==> src/rtl/adc_trig_pkg.sv <==
`timescale 1ns/1ps
package adc_trig_pkg;

    localparam int PRE_W = 4;

    // fixed source code layout
    localparam int CODE_SW  = 0;
    localparam int CODE_EXT = 1;
    localparam int CODE_EOC = 2;

    typedef enum logic [1:0] {
        TICK_DIV1  = 2'd0,
        TICK_DIV2  = 2'd1,
        TICK_DIV4  = 2'd2,
        TICK_DIV16 = 2'd3
    } tick_div_e;

    // last prescaler value before a tick is issued
    function automatic logic [PRE_W-1:0] tick_last(input logic [1:0] sel);
        case (tick_div_e'(sel))
            TICK_DIV1:  tick_last = PRE_W'(0);
            TICK_DIV2:  tick_last = PRE_W'(1);
            TICK_DIV4:  tick_last = PRE_W'(3);
            default:    tick_last = PRE_W'(15);
        endcase
    endfunction

endpackage

==> src/rtl/trig_pin_edge.sv <==
`timescale 1ns/1ps
module trig_pin_edge #(
    parameter int SYNC_STAGES = 2
) (
    input  logic clk,
    input  logic rst_n,
    input  logic pin_i,
    output logic rise_o,
    output logic fall_o
);
    localparam int TOP = SYNC_STAGES - 1;

    typedef struct packed {
        logic [SYNC_STAGES-1:0] sync;
        logic                   prev;
    } pin_st_t;

    pin_st_t st_d, st_q;

    always_comb begin
        st_d      = st_q;
        st_d.sync = {st_q.sync[TOP-1:0], pin_i};
        st_d.prev = st_q.sync[TOP];
    end

    always_ff @(posedge clk or negedge rst_n) begin
        if (!rst_n) st_q <= '0;
        else        st_q <= st_d;
    end

    assign rise_o =  st_q.sync[TOP] & ~st_q.prev;
    assign fall_o = ~st_q.sync[TOP] &  st_q.prev;

    // a rising edge reflects the pin level two edges earlier
    assert_rise_follows_pin_R3: assert property (@(posedge clk) disable iff (!rst_n)
        rise_o |-> $past(pin_i, SYNC_STAGES));
    assert_fall_follows_pin_R3: assert property (@(posedge clk) disable iff (!rst_n)
        fall_o |-> !$past(pin_i, SYNC_STAGES));

endmodule

==> src/rtl/trig_src_mux.sv <==
`timescale 1ns/1ps
module trig_src_mux
    import adc_trig_pkg::*;
#(
    parameter int SEL_W   = 5,
    parameter int NUM_EOC = 2,
    parameter int NUM_TMR = 4,
    parameter int NUM_PWM = 14
) (
    input  logic               sw_i,
    input  logic               ext_i,
    input  logic [NUM_EOC-1:0] eoc_i,
    input  logic [NUM_TMR-1:0] tmr_i,
    input  logic [NUM_PWM-1:0] pwm_i,
    input  logic [SEL_W-1:0]   sel_i,
    output logic               trig_o
);
    localparam int TMR_BASE = CODE_EOC + NUM_EOC;
    localparam int PWM_BASE = TMR_BASE + NUM_TMR;
    localparam int END_CODE = PWM_BASE + NUM_PWM;
    localparam int VEC_W    = 1 << SEL_W;

    logic [VEC_W-1:0] src_vec;

    for (genvar i = 0; i < VEC_W; i++) begin : g_src
        if (i == CODE_SW) begin : g_sw
            assign src_vec[i] = sw_i;
        end else if (i == CODE_EXT) begin : g_ext
            assign src_vec[i] = ext_i;
        end else if (i < TMR_BASE) begin : g_eoc
            assign src_vec[i] = eoc_i[i-CODE_EOC];
        end else if (i < PWM_BASE) begin : g_tmr
            assign src_vec[i] = tmr_i[i-TMR_BASE];
        end else if (i < END_CODE) begin : g_pwm
            assign src_vec[i] = pwm_i[i-PWM_BASE];
        end else begin : g_none
            assign src_vec[i] = 1'b0;
        end
    end

    assign trig_o = src_vec[sel_i];

endmodule

==> src/rtl/trig_delay.sv <==
`timescale 1ns/1ps
module trig_delay
    import adc_trig_pkg::*;
#(
    parameter int DLY_W = 8
) (
    input  logic             clk,
    input  logic             rst_n,
    input  logic             trig_i,
    input  logic [DLY_W-1:0] dly_i,
    input  logic [1:0]       div_sel_i,
    output logic             start_o,
    output logic             missed_o,
    output logic             busy_o
);
    typedef struct packed {
        logic             busy;
        logic             start;
        logic             missed;
        logic [PRE_W-1:0] pre;
        logic [DLY_W-1:0] cnt;
    } dly_st_t;

    dly_st_t st_d, st_q;
    logic    tick;

    assign tick = (st_q.pre == tick_last(div_sel_i));

    always_comb begin
        st_d        = st_q;
        st_d.start  = 1'b0;
        st_d.missed = 1'b0;
        if (st_q.busy) begin
            if (tick) begin
                st_d.pre = '0;
                if (st_q.cnt == DLY_W'(1)) begin
                    st_d.start = 1'b1;
                    st_d.busy  = 1'b0;
                end else begin
                    st_d.cnt = st_q.cnt - DLY_W'(1);
                end
            end else begin
                st_d.pre = st_q.pre + PRE_W'(1);
            end
        end
        if (trig_i) begin
            if (st_q.busy || st_q.start) begin
                st_d.missed = 1'b1;
            end else if (dly_i == '0) begin
                st_d.start = 1'b1;
            end else begin
                st_d.busy = 1'b1;
                st_d.cnt  = dly_i;
                st_d.pre  = '0;
            end
        end
    end

    always_ff @(posedge clk or negedge rst_n) begin
        if (!rst_n) st_q <= '0;
        else        st_q <= st_d;
    end

    assign start_o  = st_q.start;
    assign missed_o = st_q.missed;
    assign busy_o   = st_q.busy;

    assert_start_single_R10: assert property (@(posedge clk) disable iff (!rst_n)
        st_q.start |=> !st_q.start);
    assert_count_live_R8: assert property (@(posedge clk) disable iff (!rst_n)
        st_q.busy |-> (st_q.cnt != '0));

endmodule

==> src/rtl/adc_trig_sel.sv <==
`timescale 1ns/1ps
module adc_trig_sel
    import adc_trig_pkg::*;
#(
    parameter int SEL_W       = 5,
    parameter int NUM_EOC     = 2,
    parameter int NUM_TMR     = 4,
    parameter int NUM_PWM     = 14,
    parameter int DLY_W       = 8,
    parameter int SYNC_STAGES = 2
) (
    input  logic               clk,
    input  logic               rst_n,
    input  logic               sw_trig_i,
    input  logic               ext_pin_i,
    input  logic [NUM_EOC-1:0] eoc_pulse_i,
    input  logic [NUM_TMR-1:0] tmr_ovf_i,
    input  logic [NUM_PWM-1:0] pwm_trig_i,
    input  logic [SEL_W-1:0]   src_sel_i,
    input  logic               rise_en_i,
    input  logic               fall_en_i,
    input  logic [1:0]         div_sel_i,
    input  logic [DLY_W-1:0]   delay_i,
    output logic               start_o,
    output logic               missed_o
);
    localparam int LAST_CODE = CODE_EOC + NUM_EOC + NUM_TMR + NUM_PWM - 1;

    logic pin_rise, pin_fall, ext_trig, trig_w, tmr_busy;

    trig_pin_edge #(.SYNC_STAGES(SYNC_STAGES)) u_pin (
        .clk    (clk),
        .rst_n  (rst_n),
        .pin_i  (ext_pin_i),
        .rise_o (pin_rise),
        .fall_o (pin_fall)
    );

    assign ext_trig = (pin_rise & rise_en_i) | (pin_fall & fall_en_i);

    trig_src_mux #(
        .SEL_W(SEL_W), .NUM_EOC(NUM_EOC), .NUM_TMR(NUM_TMR), .NUM_PWM(NUM_PWM)
    ) u_mux (
        .sw_i   (sw_trig_i),
        .ext_i  (ext_trig),
        .eoc_i  (eoc_pulse_i),
        .tmr_i  (tmr_ovf_i),
        .pwm_i  (pwm_trig_i),
        .sel_i  (src_sel_i),
        .trig_o (trig_w)
    );

    trig_delay #(.DLY_W(DLY_W)) u_dly (
        .clk       (clk),
        .rst_n     (rst_n),
        .trig_i    (trig_w),
        .dly_i     (delay_i),
        .div_sel_i (div_sel_i),
        .start_o   (start_o),
        .missed_o  (missed_o),
        .busy_o    (tmr_busy)
    );

    assert_unused_code_R6: assert property (@(posedge clk) disable iff (!rst_n)
        (src_sel_i > SEL_W'(LAST_CODE)) |-> !trig_w);
    assert_zero_delay_R7: assert property (@(posedge clk) disable iff (!rst_n)
        (trig_w && delay_i == '0 && !tmr_busy && !start_o) |=> start_o);
    assert_missed_has_trig_R11: assert property (@(posedge clk) disable iff (!rst_n)
        missed_o |-> $past(trig_w));

endmodule

==> config.mk <==
export PLATFORM = sky130hd
export DESIGN_NAME = adc_trig_sel
export DESIGN_NICKNAME = d
export VERILOG_FILES = /design/src/rtl/adc_trig_pkg.sv /design/src/rtl/trig_pin_edge.sv /design/src/rtl/trig_src_mux.sv /design/src/rtl/trig_delay.sv /design/src/rtl/adc_trig_sel.sv
export SDC_FILE = /design/constraint.sdc
export NUM_CORES = 1
export LEC_CHECK = 0
export ABC_AREA = 1
export BUFFER_PORTS_ARGS = -buffer_cell sky130_fd_sc_hd__buf_2
export CAP_MARGIN = 20
export CORE_MARGIN = 2
export CORE_UTILIZATION = 40
export DETAILED_ROUTE_END_ITERATION = 6
export GPL_ROUTABILITY_DRIVEN = 1
export GPL_TIMING_DRIVEN = 0
export PLACE_DENSITY = 0.72
export SYNTH_ARGS = -nofsm -noshare
export SYNTH_HDL_FRONTEND = slang
export SYNTH_HIERARCHICAL = 1
export SYNTH_SLANG_ARGS = --single-unit
==> constraint.sdc <==
create_clock -name clk -period 1.7 [get_ports clk]
set_input_delay 0.255 -clock clk [delete_from_list [all_inputs] [get_ports clk]]
set_output_delay 0.255 -clock clk [all_outputs]
set_load 0.03 [all_outputs]
==> results of run 1 <==
==> layer usage <==
layer,GRT usage,wire [µm],vias to the layer above
met5,0,0,-
met3,0.0252,172,2
li1,-,-,773
met2,0.304,1390,40
met1,0.200,1380,598
met4,0.0583,23,0
==> kinds of logic (layout without fill, tap and decap cells) <==
logic type | after synthesis | after routing | synth area share
compound gates | 17 | 17 | 0.0781
flops | 18 | 18 | 0.327
xor+xnor | 2 | 2 | 0.0127
fa+ha+maj | 3 | 3 | 0.0273
simple gates | 129 | 129 | 0.416
buf+inv | 46 | 102 | 0.139
==> path summary, 6_finish.rpt <==
kind | start | to | slack [ns]
setup / recovery | u_pin/st_d[0] | u_dly/start_o | -0.09
hold / removal | ext_pin_i | u_pin/st_d[2] | 0.06
setup reg to reg | u_pin/st_d[0] | u_dly/start_o | -0.09
hold reg to reg | u_pin/st_d[2] | u_pin/st_d[0] | 0.36
max in group asynchronous | rst_n | u_dly/st_q[10] | 1.02
min in group asynchronous | rst_n | u_dly/st_q[5] | 0.41
==> state kept, by name, summed over array words and instances, names as in the netlist <==
signal and count:
u_pin/st_d 2, u_dly/st_q 12, u_dly/missed_o 1, u_dly/busy_o 1, u_pin/st_q 1, u_dly/start_o 1
==> per-stage QoR <==
stage          hold WS (ns)  setup slack [ns]  utilization  setup TNS, ns
2_1_floorplan       -0.0406            0.0658            -              0
3_3_place_gp          0.208            -0.189        0.497          -1.67
3_5_place_dp          0.205            -0.230        0.497          -2.21
4_1_cts              0.0533           -0.0878        0.530         -0.655
5_1_grt              0.0449            -0.291        0.542          -3.48
6_report             0.0634           -0.0913        0.542         -0.709
==> Yosys cell counts <==
| library cell | number |
|---|---|
| sky130_fd_sc_hd__nand3_4 | 1 |
| sky130_fd_sc_hd__o22ai_1 | 1 |
| sky130_fd_sc_hd__a21oi_1 | 1 |
| sky130_fd_sc_hd__buf_6 | 2 |
| sky130_fd_sc_hd__o21ai_2 | 1 |
| sky130_fd_sc_hd__o21ai_0 | 4 |
| sky130_fd_sc_hd__buf_4 | 1 |
| sky130_fd_sc_hd__xnor2_1 | 1 |
| sky130_fd_sc_hd__nor2_1 | 22 |
| sky130_fd_sc_hd__nand2_2 | 1 |
| sky130_fd_sc_hd__o21ai_1 | 3 |
| sky130_fd_sc_hd__inv_2 | 11 |
| sky130_fd_sc_hd__nor2_2 | 1 |
| sky130_fd_sc_hd__dfrtp_1 | 18 |
| sky130_fd_sc_hd__xor2_1 | 1 |
| sky130_fd_sc_hd__nand3_1 | 28 |
| sky130_fd_sc_hd__nand2_1 | 70 |
| sky130_fd_sc_hd__nor2_4 | 3 |
| sky130_fd_sc_hd__inv_1 | 32 |
| sky130_fd_sc_hd__o21bai_1 | 3 |
| sky130_fd_sc_hd__a211oi_1 | 1 |
| sky130_fd_sc_hd__nand4_1 | 2 |
| sky130_fd_sc_hd__nand2_4 | 1 |
| sky130_fd_sc_hd__ha_1 | 3 |
| sky130_fd_sc_hd__o211ai_1 | 2 |
| sky130_fd_sc_hd__o31ai_1 | 1 |
==> power groups by stage <==
| stage | combinational [mW] | clock [mW] | sequential [mW] |
|---|---|---|---|
| after global placement | 0.707 | 0 | 0.696 |
| after global routing | 0.869 | 0.296 | 0.720 |
| final | 0.748 | 0.259 | 0.692 |
| after floorplan | 0.558 | 0 | 0.677 |
| after CTS | 0.739 | 0.271 | 0.691 |
| after detailed placement | 0.720 | 0 | 0.701 |
==> cell type report <==
| cell class | instances | area, µm² | area share |
|---|---|---|---|
| multi-input cells | 151 | 768 | 0.428 |
| flip-flops and latches | 18 | 450 | 0.251 |
| repair buffers | 52 | 288 | 0.160 |
| inverters | 43 | 164 | 0.0914 |
| well taps | 46 | 57.6 | 0.0321 |
| clock buffers | 4 | 36.3 | 0.0202 |
| plain buffers | 3 | 30.0 | 0.0167 |
==> timing repair <==
action,CTS,global route
hold buffers,1,0
setup endpoints to repair,14,14
endpoints found under the hold margin,18,0
pin swaps,2,5
buffers inserted,6,3
gates resized for setup,4,8
==> worst max-delay path, delay by kind of cell, from the launching register on <==
kind | cells | cell delay (ns)
buf+inv | 3 | 0.23
flops | 1 | 0.41
simple gates | 12 | 0.86
compound gates | 1 | 0.20
==> qor.txt, run 1 <==
Run status: finished with violations
Violations in the final reports: negative setup slack
Final Max Slew Viols: 0
Slew margin rel.: 0.746
Deepest level of the CTS H-tree: 1
Cell with the most instances on the worst path: sky130_fd_sc_hd__nand2_1
Drc violations: 0
WHS Path Cells: 1
Via count: 1413
Global-route wire length before repair: 5.42 mm
Largest clock skew in the final design: 0.00108 ns
Fill count: 357
Arrival time at the worst endpoint: 1.99 ns
Total congestion overflow after global routing: 0
Part of the Yosys area used for sequential elements: 0.327
GRT Total Usage: 0.167
Clock group share of total power: 0.153
Number of nets in the layout: 316
Cell Chain, Critical Path: nor2_1, nand2_1, nand2_1, nand2_1, nand2_1, nand2_1, nand3_1, nand3_1, nand2_1, nand2_1, nand2_1, inv_2, nor2_4, buf_4, inv_2, o31ai_2
Worst-margin pin slew: 0.381 ns
Timing-limited maximum frequency: 0.558 GHz
# diodes: 0
Combinational fraction of design power: 0.440
Clock root buffer master: sky130_fd_sc_hd__clkbuf_4
Mean Syn Cell Area: 6.41 µm²
Drt total wl: 2.96 mm
CP Launch Type: flop
Biggest fanout along the worst timing path: 3
Via-per-instance ratio: 4.46
Total number of placement rows: 21
Internal Power: 1.01 mW
HPWL after detailed placement: 2.32 mm
Area of the die: 0.00393 mm²
Initial antenna violation count: 0
Commonest non-fill, non-tap cell in the layout: sky130_fd_sc_hd__nand2_1
Gpl congestion: 0.769
Share of post-route cells with drive strength above 1: 0.317
Library cell with the largest summed area after synthesis: sky130_fd_sc_hd__dfrtp_1
Cell count after synthesis: 215
WL/cell: 9.33 µm
Overall die width: 62.7 µm
DR iter-0 viols: 56
Die span in y: 62.7 µm
Pin count of the biggest net entering global routing: 19
Post-route minimum period: 1.79 ns
Endpoints failing hold: 0
Power density over the cells: 947 mW/mm²
Biggest area contributors in the synthesized netlist: sky130_fd_sc_hd__dfrtp_1 33%, sky130_fd_sc_hd__nand2_1 19%, sky130_fd_sc_hd__nand3_1 10%, sky130_fd_sc_hd__inv_1 8.7%, sky130_fd_sc_hd__nor2_1 6.0%
FF+latch count, synth: 18
Number of max-capacitance violations reported: 0
CTS tree: done
Setup repair after global routing missed its margin: yes
Number of cell instances on the worst register-to-register path: 16
Number of global-route vias before repair: 1376
Clk buf depth: 2
Critical path endpoint category: flop
Critical path data required time: 1.90 ns
Share of the synthesized area in the top cell type: 0.327
Post-route cell area: 0.00179 mm²
Power spent charging and discharging nets: 0.687 mW
Worst vdd ir: 0.000628 V
Commonest cells after routing, fill and taps aside: 69 x sky130_fd_sc_hd__nand2_1, 42 x sky130_fd_sc_hd__buf_2, 29 x sky130_fd_sc_hd__inv_1
Port Buffer Count: 42
Leakage power figure: 1.04 nW
Slowest stage cell, crit path: sky130_fd_sc_hd__dfrtp_1
Number of endpoints failing setup at the final stage: 13
Worst Path Class, Setup: flop to flop
Share of power burned in registers: 0.407
Placeable Area: 0.00331 mm²
Layout overhead on the synthesized area: 30.2%
Worst hold path type: input pin to flop
Effective utilization at floorplan: 0.416
Top-Level Pins: 43
Portion of the clock cycle consumed by the worst path in the final layout: 1.05
Clock transition at the registers of the reported paths: 0.10 ns
Setup slack after layout: -0.0913 ns
Cell count after placement: 303
Detailed-router iteration count before antenna repair: 4
Placed Area: 0.00165 mm²
Net count after synthesis: 259
Number of distinct standard cells referenced by the synthesized netlist: 26
Switching portion of total power: 0.404
Layout Cells excl Fill: 317
Insertion delay to the later sink of the worst-skew pair: 0.29 ns
Sink Count: 18
Synthesized area: 0.00138 mm²
Antenna viol nets, final: 0
Worst path max stage delay: 0.41 ns
Number of buffers inserted during clock tree synthesis: 3
Total number of yosys warnings: 6
Total Power Consumption: 1.70 mW
No activity file was read; power rests on OpenSTA's default activity.
==> run 2: changes to the inputs <==
--- a/config.mk
+++ b/config.mk
@@ -13,8 +13,7 @@
 export DETAILED_ROUTE_END_ITERATION = 6
 export GPL_ROUTABILITY_DRIVEN = 1
 export GPL_TIMING_DRIVEN = 0
-export PLACE_DENSITY = 0.72
+export PLACE_DENSITY = 0.7
 export SYNTH_ARGS = -nofsm -noshare
 export SYNTH_HDL_FRONTEND = slang
-export SYNTH_HIERARCHICAL = 1
 export SYNTH_SLANG_ARGS = --single-unit
==> qor.txt, run 2 <==
Critical path endpoint category: flop
Biggest area contributors in the synthesized netlist: sky130_fd_sc_hd__dfrtp_1 26%, sky130_fd_sc_hd__nand2_1 24%, sky130_fd_sc_hd__inv_1 5.6%, sky130_fd_sc_hd__nand3_1 5.5%, sky130_fd_sc_hd__nor2_1 3.7%
Number of max-capacitance violations reported: 0
Slowest stage cell, crit path: sky130_fd_sc_hd__dfrtp_1
WL/cell: 10.7 µm
Leakage power figure: 1.17 nW
Total number of yosys warnings: 0
Initial antenna violation count: 0
Clk buf depth: 2
Number of nets in the layout: 358
Layer carrying the most global-route usage: met2
Net count after synthesis: 312
HPWL after detailed placement: 3.07 mm
Number of global-route vias before repair: 1699
Via count: 1751
Total congestion overflow after global routing: 0
Worst path max stage delay: 0.39 ns
Worst hold path type: input pin to flop
Register ranked first by flip-flop count: u_dly.st_q
Post-route minimum period: 1.51 ns
Synthesized area: 0.00174 mm²
Share of post-route cells with drive strength above 1: 0.252
Pin count of the biggest net entering global routing: 19
Clock transition at the registers of the reported paths: 0.07 ns
Mean Syn Cell Area: 6.51 µm²
Biggest fanout along the worst timing path: 5
Arrival time at the worst endpoint: 1.66 ns
Commonest cells in the netlist: 113 x sky130_fd_sc_hd__nand2_1, 26 x sky130_fd_sc_hd__inv_1, 19 x sky130_fd_sc_hd__nand3_1, 18 x sky130_fd_sc_hd__dfrtp_1, 17 x sky130_fd_sc_hd__nor2_1
Synthesized-area fraction occupied by ao, oa, aoi and oai cells: 0.0581
Number of synthesized flops with an enable pin: 0
Number of distinct standard cells referenced by the synthesized netlist: 33
Worst slack at placement: 0.174 ns
Gpl congestion: 0.850
FF+latch count, synth: 18
Number of endpoints failing setup at the final stage: 0
Run status: finished clean
Clock root buffer master: sky130_fd_sc_hd__clkbuf_8
Met2 Usage GRT: 0.311
Setup slack after layout: 0.189 ns
Commonest cells after routing, fill and taps aside: 113 x sky130_fd_sc_hd__nand2_1, 41 x sky130_fd_sc_hd__buf_2, 26 x sky130_fd_sc_hd__inv_1
Post-route worst hold slack: 0.103 ns
Part of the Yosys area used for sequential elements: 0.258
Area of the die: 0.00490 mm²
TNS Setup: 0 ns
Effective utilization at floorplan: 0.409
Share of synthesized area spent on multiplexers: 0
Max reg flops: 12
Worst-margin pin slew: 0.418 ns
Port Buffer Count: 40
Largest clock skew in the final design: 0.00113 ns
Global-route wire length before repair: 7.15 mm
Cell with the most instances on the worst path: sky130_fd_sc_hd__nand2_1
Proportion of synthesized flip-flops having asynchronous set or reset: 1.00
Worst vdd ir: 0.000469 V
Top-Level Pins: 43
Critical path data required time: 1.85 ns
Slew margin rel.: 0.722
Deepest level of the CTS H-tree: 1
# diodes: 0
Via-per-instance ratio: 4.80
Portion of the clock cycle consumed by the worst path in the final layout: 0.889
Library cell with the largest summed area after synthesis: sky130_fd_sc_hd__dfrtp_1
Arithmetic-cell share of the synthesized area counting full adders, half adders and majority gates: 0.0215
Top-count cell post-synth: sky130_fd_sc_hd__nand2_1
Worst Path Class, Setup: flop to flop
Share of the synthesized area in the top cell type: 0.258
Primary FF master, synth: sky130_fd_sc_hd__dfrtp_1
Detailed-router iteration count before antenna repair: 4
Endpoints failing hold: 0
Met1 usage: 0.224
Cell count after synthesis: 268
Xor and xnor area share after synthesis: 0.0301
Setup repair after global routing missed its margin: no
Fill count: 449
Sink Count: 18
Commonest non-fill, non-tap cell in the layout: sky130_fd_sc_hd__nand2_1
Insertion delay to the later sink of the worst-skew pair: 0.26 ns
Cell Chain, Critical Path: inv_1, ha_1, nand3_1, xor2_1, nand3_1, nand2_1, nand2_1, nand2_1, nand2_1, nand2_1
Antenna viol nets, final: 0
Die span in y: 70.0 µm
Placeable Area: 0.00426 mm²
Timing-limited maximum frequency: 0.662 GHz
Total number of placement rows: 24
Overall die width: 70.0 µm
Power density over the cells: 1300 mW/mm²
Drt total wl: 3.91 mm
Final Max Slew Viols: 0
Drc violations: 0
CP Launch Type: flop
Simple-gate share of the synthesized area: 0.533
CTS tree: done
Number of buffers inserted during clock tree synthesis: 3
Largest family of logic cells by synthesized area: simple AND/OR/NAND/NOR gates
Layout overhead on the synthesized area: 19.7%
DR iter-0 viols: 83
Final Core Density: 0.490
GRT Total Usage: 0.174
Met3 capacity usage during global routing: 0.0144
[run 2: area by class of cell]
cell class	instances	area, µm²	share of cell area
inverter	33	136	0.0653
tap	52	65.1	0.0312
multi-input combinational	213	1130	0.543
buffer	4	36.3	0.0174
timing repair buffer	41	210	0.101
sequential	18	450	0.216
clock buffer	4	55.1	0.0264
[run 2: power breakdown]
part	total [mW]	leakage [nW]	internal [mW]	switching (mW)
Sequential	0.754	0.223	0.585	0.169
Combinational	1.61	0.923	0.602	1.01
Clock	0.355	0.0288	0.206	0.149
Total	2.72	1.17	1.39	1.33
[run 2: cells by family after synthesis]
family                   after synthesis
XOR/XNOR                               6
AND/OR/NAND/NOR                      185
flip-flops                            18
AO/OA/AOI/OAI                         19
buffers and inverters                 37
adder cells (fa/ha/maj)                3
[run 2: worst max-delay path, delay by kind of cell, from the launching register on]
family,cells,cell delay [ns]
and+or+nand+nor,7,0.47
DFF,1,0.39
adders and majority gates,1,0.27
xor gates and xnor gates,1,0.15
buffers and inverters,1,0.13
[run 2: final timing paths]
kind                            slack [ns]       endpoint          start  depth (start not counted)
max in group asynchronous             0.95  u_pin.st_d[0]          rst_n                          2
worst max-delay path                  0.19  u_dly.st_q[4]  u_dly.st_q[0]                         10
worst min register to register        0.35  u_pin.st_d[0]  u_pin.st_d[2]                          0
worst max register to register        0.19  u_dly.st_q[4]  u_dly.st_q[0]                         10
worst min-delay path                  0.10  u_pin.st_d[2]      ext_pin_i                          1
min in group asynchronous             0.46  u_dly.st_q[7]          rst_n                          2
[run 2: metrics by stage]
stage          std cells  power [mW]  instance area [µm²]
2_1_floorplan        268        1.98                 1740
5_1_grt              365        3.03                 2090
3_3_place_gp         360        2.28                 2010
4_1_cts              365        2.68                 2070
6_report             365        2.72                 2090
3_5_place_dp         360        2.32                 2010
[run 2: repair_timing]
action / 4_1_cts / 5_1_grt
hold buffers: 1 / 0
resized for setup: 0 / 2
buffers inserted: 0 / 0
endpoints found under the setup margin: 0 / 6
hold endpoints to repair: 18 / 0
[run 2: routing by layer]
layer,wire (µm),share of wire,vias to the layer above
met4,47,0.012,0
met5,0,0,-
li1,-,-,931
met2,1920,0.49,41
met3,160,0.041,5
met1,1780,0.46,774
==> run 3: changes to the inputs <==
--- a/config.mk
+++ b/config.mk
@@ -9,11 +9,13 @@
 export BUFFER_PORTS_ARGS = -buffer_cell sky130_fd_sc_hd__buf_2
 export CAP_MARGIN = 20
 export CORE_MARGIN = 2
-export CORE_UTILIZATION = 40
+export CORE_UTILIZATION = 49
 export DETAILED_ROUTE_END_ITERATION = 6
 export GPL_ROUTABILITY_DRIVEN = 1
 export GPL_TIMING_DRIVEN = 0
-export PLACE_DENSITY = 0.7
+export PLACE_DENSITY = 0.82
+export SKIP_LAST_GASP = 1
 export SYNTH_ARGS = -nofsm -noshare
 export SYNTH_HDL_FRONTEND = slang
 export SYNTH_SLANG_ARGS = --single-unit
+export TNS_END_PERCENT = 100
==> qor.txt, run 3 (synthesized netlist as in run 2, its figures left out) <==
Run status: finished clean
Detailed-router iteration count before antenna repair: 4
HPWL after detailed placement: 3.10 mm
Endpoints failing hold: 0
Critical path endpoint category: flop
Buffering stage count on the worst path with inverters included: 1
Via count: 1831
Critical path data required time: 1.89 ns
Leakage power figure: 1.17 nW
Met1 wire length: 1.68 mm
Antenna viol nets, final: 0
Worst Path Class, Setup: flop to flop
Setup slack after layout: 0.136 ns
Worst vdd ir: 0.000499 V
CTS tree: done
Number of endpoints failing setup at the final stage: 0
Clk buf depth: 2
Power density over the cells: 1280 mW/mm²
Cell family with most CP delay: simple AND/OR/NAND/NOR gates
Number of nets in the layout: 359
Pin count of the biggest net entering global routing: 19
Worst slack at placement: 0.174 ns
Initial antenna violation count: 0
Combinational fraction of design power: 0.617
Number of buffers inserted during clock tree synthesis: 3
Global-route wire length before repair: 6.91 mm
Insertion delay to the later sink of the worst-skew pair: 0.29 ns
Layout overhead on the synthesized area: 18.7%
Max reg flops: 12
TNS Setup: 0 ns
Area of the die: 0.00405 mm²
Register ranked first by flip-flop count: u_dly.st_q
Top-Level Pins: 43
Clock group share of total power: 0.098
Cell with the most instances on the worst path: sky130_fd_sc_hd__nand2_1
Worst hold path type: input pin to flop
Commonest cells after routing, fill and taps aside: 113 x sky130_fd_sc_hd__nand2_1, 41 x sky130_fd_sc_hd__buf_2, 26 x sky130_fd_sc_hd__inv_1
CP Launch Type: flop
Topmost layer with routed signal wires: met4
Worst-margin pin slew: 0.391 ns
Gpl congestion: 0.878
Drt total wl: 3.83 mm
Slew margin rel.: 0.739
Slowest stage cell, crit path: sky130_fd_sc_hd__dfrtp_1
Arrival time at the worst endpoint: 1.75 ns
Number of max-capacitance violations reported: 0
Routed wire length on met3: 236 µm
Total congestion overflow after global routing: 0
Total met2 wirelength after detailed routing: 1.86 mm
Fill count: 303
Drc violations: 0
Via-per-instance ratio: 5.09
Overall die width: 63.7 µm
Internal Power: 1.32 mW
Worst path max stage delay: 0.44 ns
Total number of placement rows: 21
Die span in y: 63.7 µm
Share of post-route cells with drive strength above 1: 0.255
Clock transition at the registers of the reported paths: 0.10 ns
Portion of the clock cycle consumed by the worst path in the final layout: 0.920
Share of power burned in registers: 0.285
Largest clock skew in the final design: 0.00724 ns
Sink Count: 18
Clock root buffer master: sky130_fd_sc_hd__clkbuf_4
Effective utilization at floorplan: 0.515
Final Max Slew Viols: 0
WL/cell: 10.6 µm
Power spent charging and discharging nets: 1.34 mW
Deepest level of the CTS H-tree: 1
GRT Total Usage: 0.210
Cell Chain, Critical Path: inv_1, nand2_1, nor2_2, nand4_2, nand3_1, nand2_1, nand2_1, nand2_1, nand2_1, nand2_1
# diodes: 0
Number of global-route vias before repair: 1702
Setup repair after global routing missed its margin: no
Commonest non-fill, non-tap cell in the layout: sky130_fd_sc_hd__nand2_1
Final Core Density: 0.611
Biggest fanout along the worst timing path: 4
Post-route minimum period: 1.56 ns
Switching portion of total power: 0.504
Post-route worst hold slack: 0.0684 ns
Timing-limited maximum frequency: 0.639 GHz
Port Buffer Count: 40
DR iter-0 viols: 119
Placeable Area: 0.00339 mm²
[run 3: cell count changes in the layout (fill, tap and decap cells not counted), sizes merged]
cell,before,now
nand4,12,13
[run 3: what timing repair did]
| action | CTS | global route |
|---|---|---|
| hold buffers | 1 | 0 |
| resized for setup | 0 | 1 |
| hold endpoints to repair | 18 | 0 |
| setup buffers | 0 | 0 |
| endpoints found under the setup margin | 0 | 6 |
[run 3: cell type report]
type	count	area [µm²]	area share
buffer	4	36.3	0.0175
clock buffer	4	36.3	0.0175
inverter	33	136	0.0659
multi-input combinational	214	1140	0.552
sequential	18	450	0.218
tap	46	57.6	0.0278
timing repair buffer	41	210	0.102
[run 3: final timing paths]
check	startpoint	endpoint	slack [ns]	depth (start not counted)
setup / recovery	u_dly.st_q[4]	u_dly.st_q[7]	0.14	10
hold / removal	ext_pin_i	u_pin.st_d[2]	0.07	1
setup reg to reg	u_dly.st_q[4]	u_dly.st_q[7]	0.14	10
hold reg to reg	u_pin.st_d[2]	u_pin.st_d[0]	0.37	0
max in group asynchronous	rst_n	u_dly.st_q[10]	1.01	2
min in group asynchronous	rst_n	u_dly.st_q[1]	0.41	2
[run 3: through the flow]
| step | cells | area (µm²) | power (mW) |
|---|---|---|---|
| 3_5_place_dp | 354 | 2000 | 2.32 |
| 4_1_cts | 359 | 2050 | 2.59 |
| 5_1_grt | 360 | 2070 | 2.95 |
| 3_3_place_gp | 354 | 2000 | 2.27 |
| 6_report | 360 | 2070 | 2.65 |
| 2_1_floorplan | 268 | 1740 | 1.98 |
[run 3: power groups by stage]
| stage | registers, mW | logic (mW) | clock network, mW |
|---|---|---|---|
| floorplan | 0.733 | 1.25 | 0 |
| global placement | 0.754 | 1.52 | 0 |
| detailed placement | 0.758 | 1.57 | 0 |
| CTS | 0.750 | 1.58 | 0.258 |
| global route | 0.785 | 1.89 | 0.277 |
| finish | 0.756 | 1.64 | 0.260 |
[run 3: per-layer routing]
metal / global-route usage / up-vias
met5: 0 / -
met4: 0.0788 / 0
met3: 0.0304 / 4
met2: 0.374 / 67
met1: 0.254 / 818
li1: - / 942
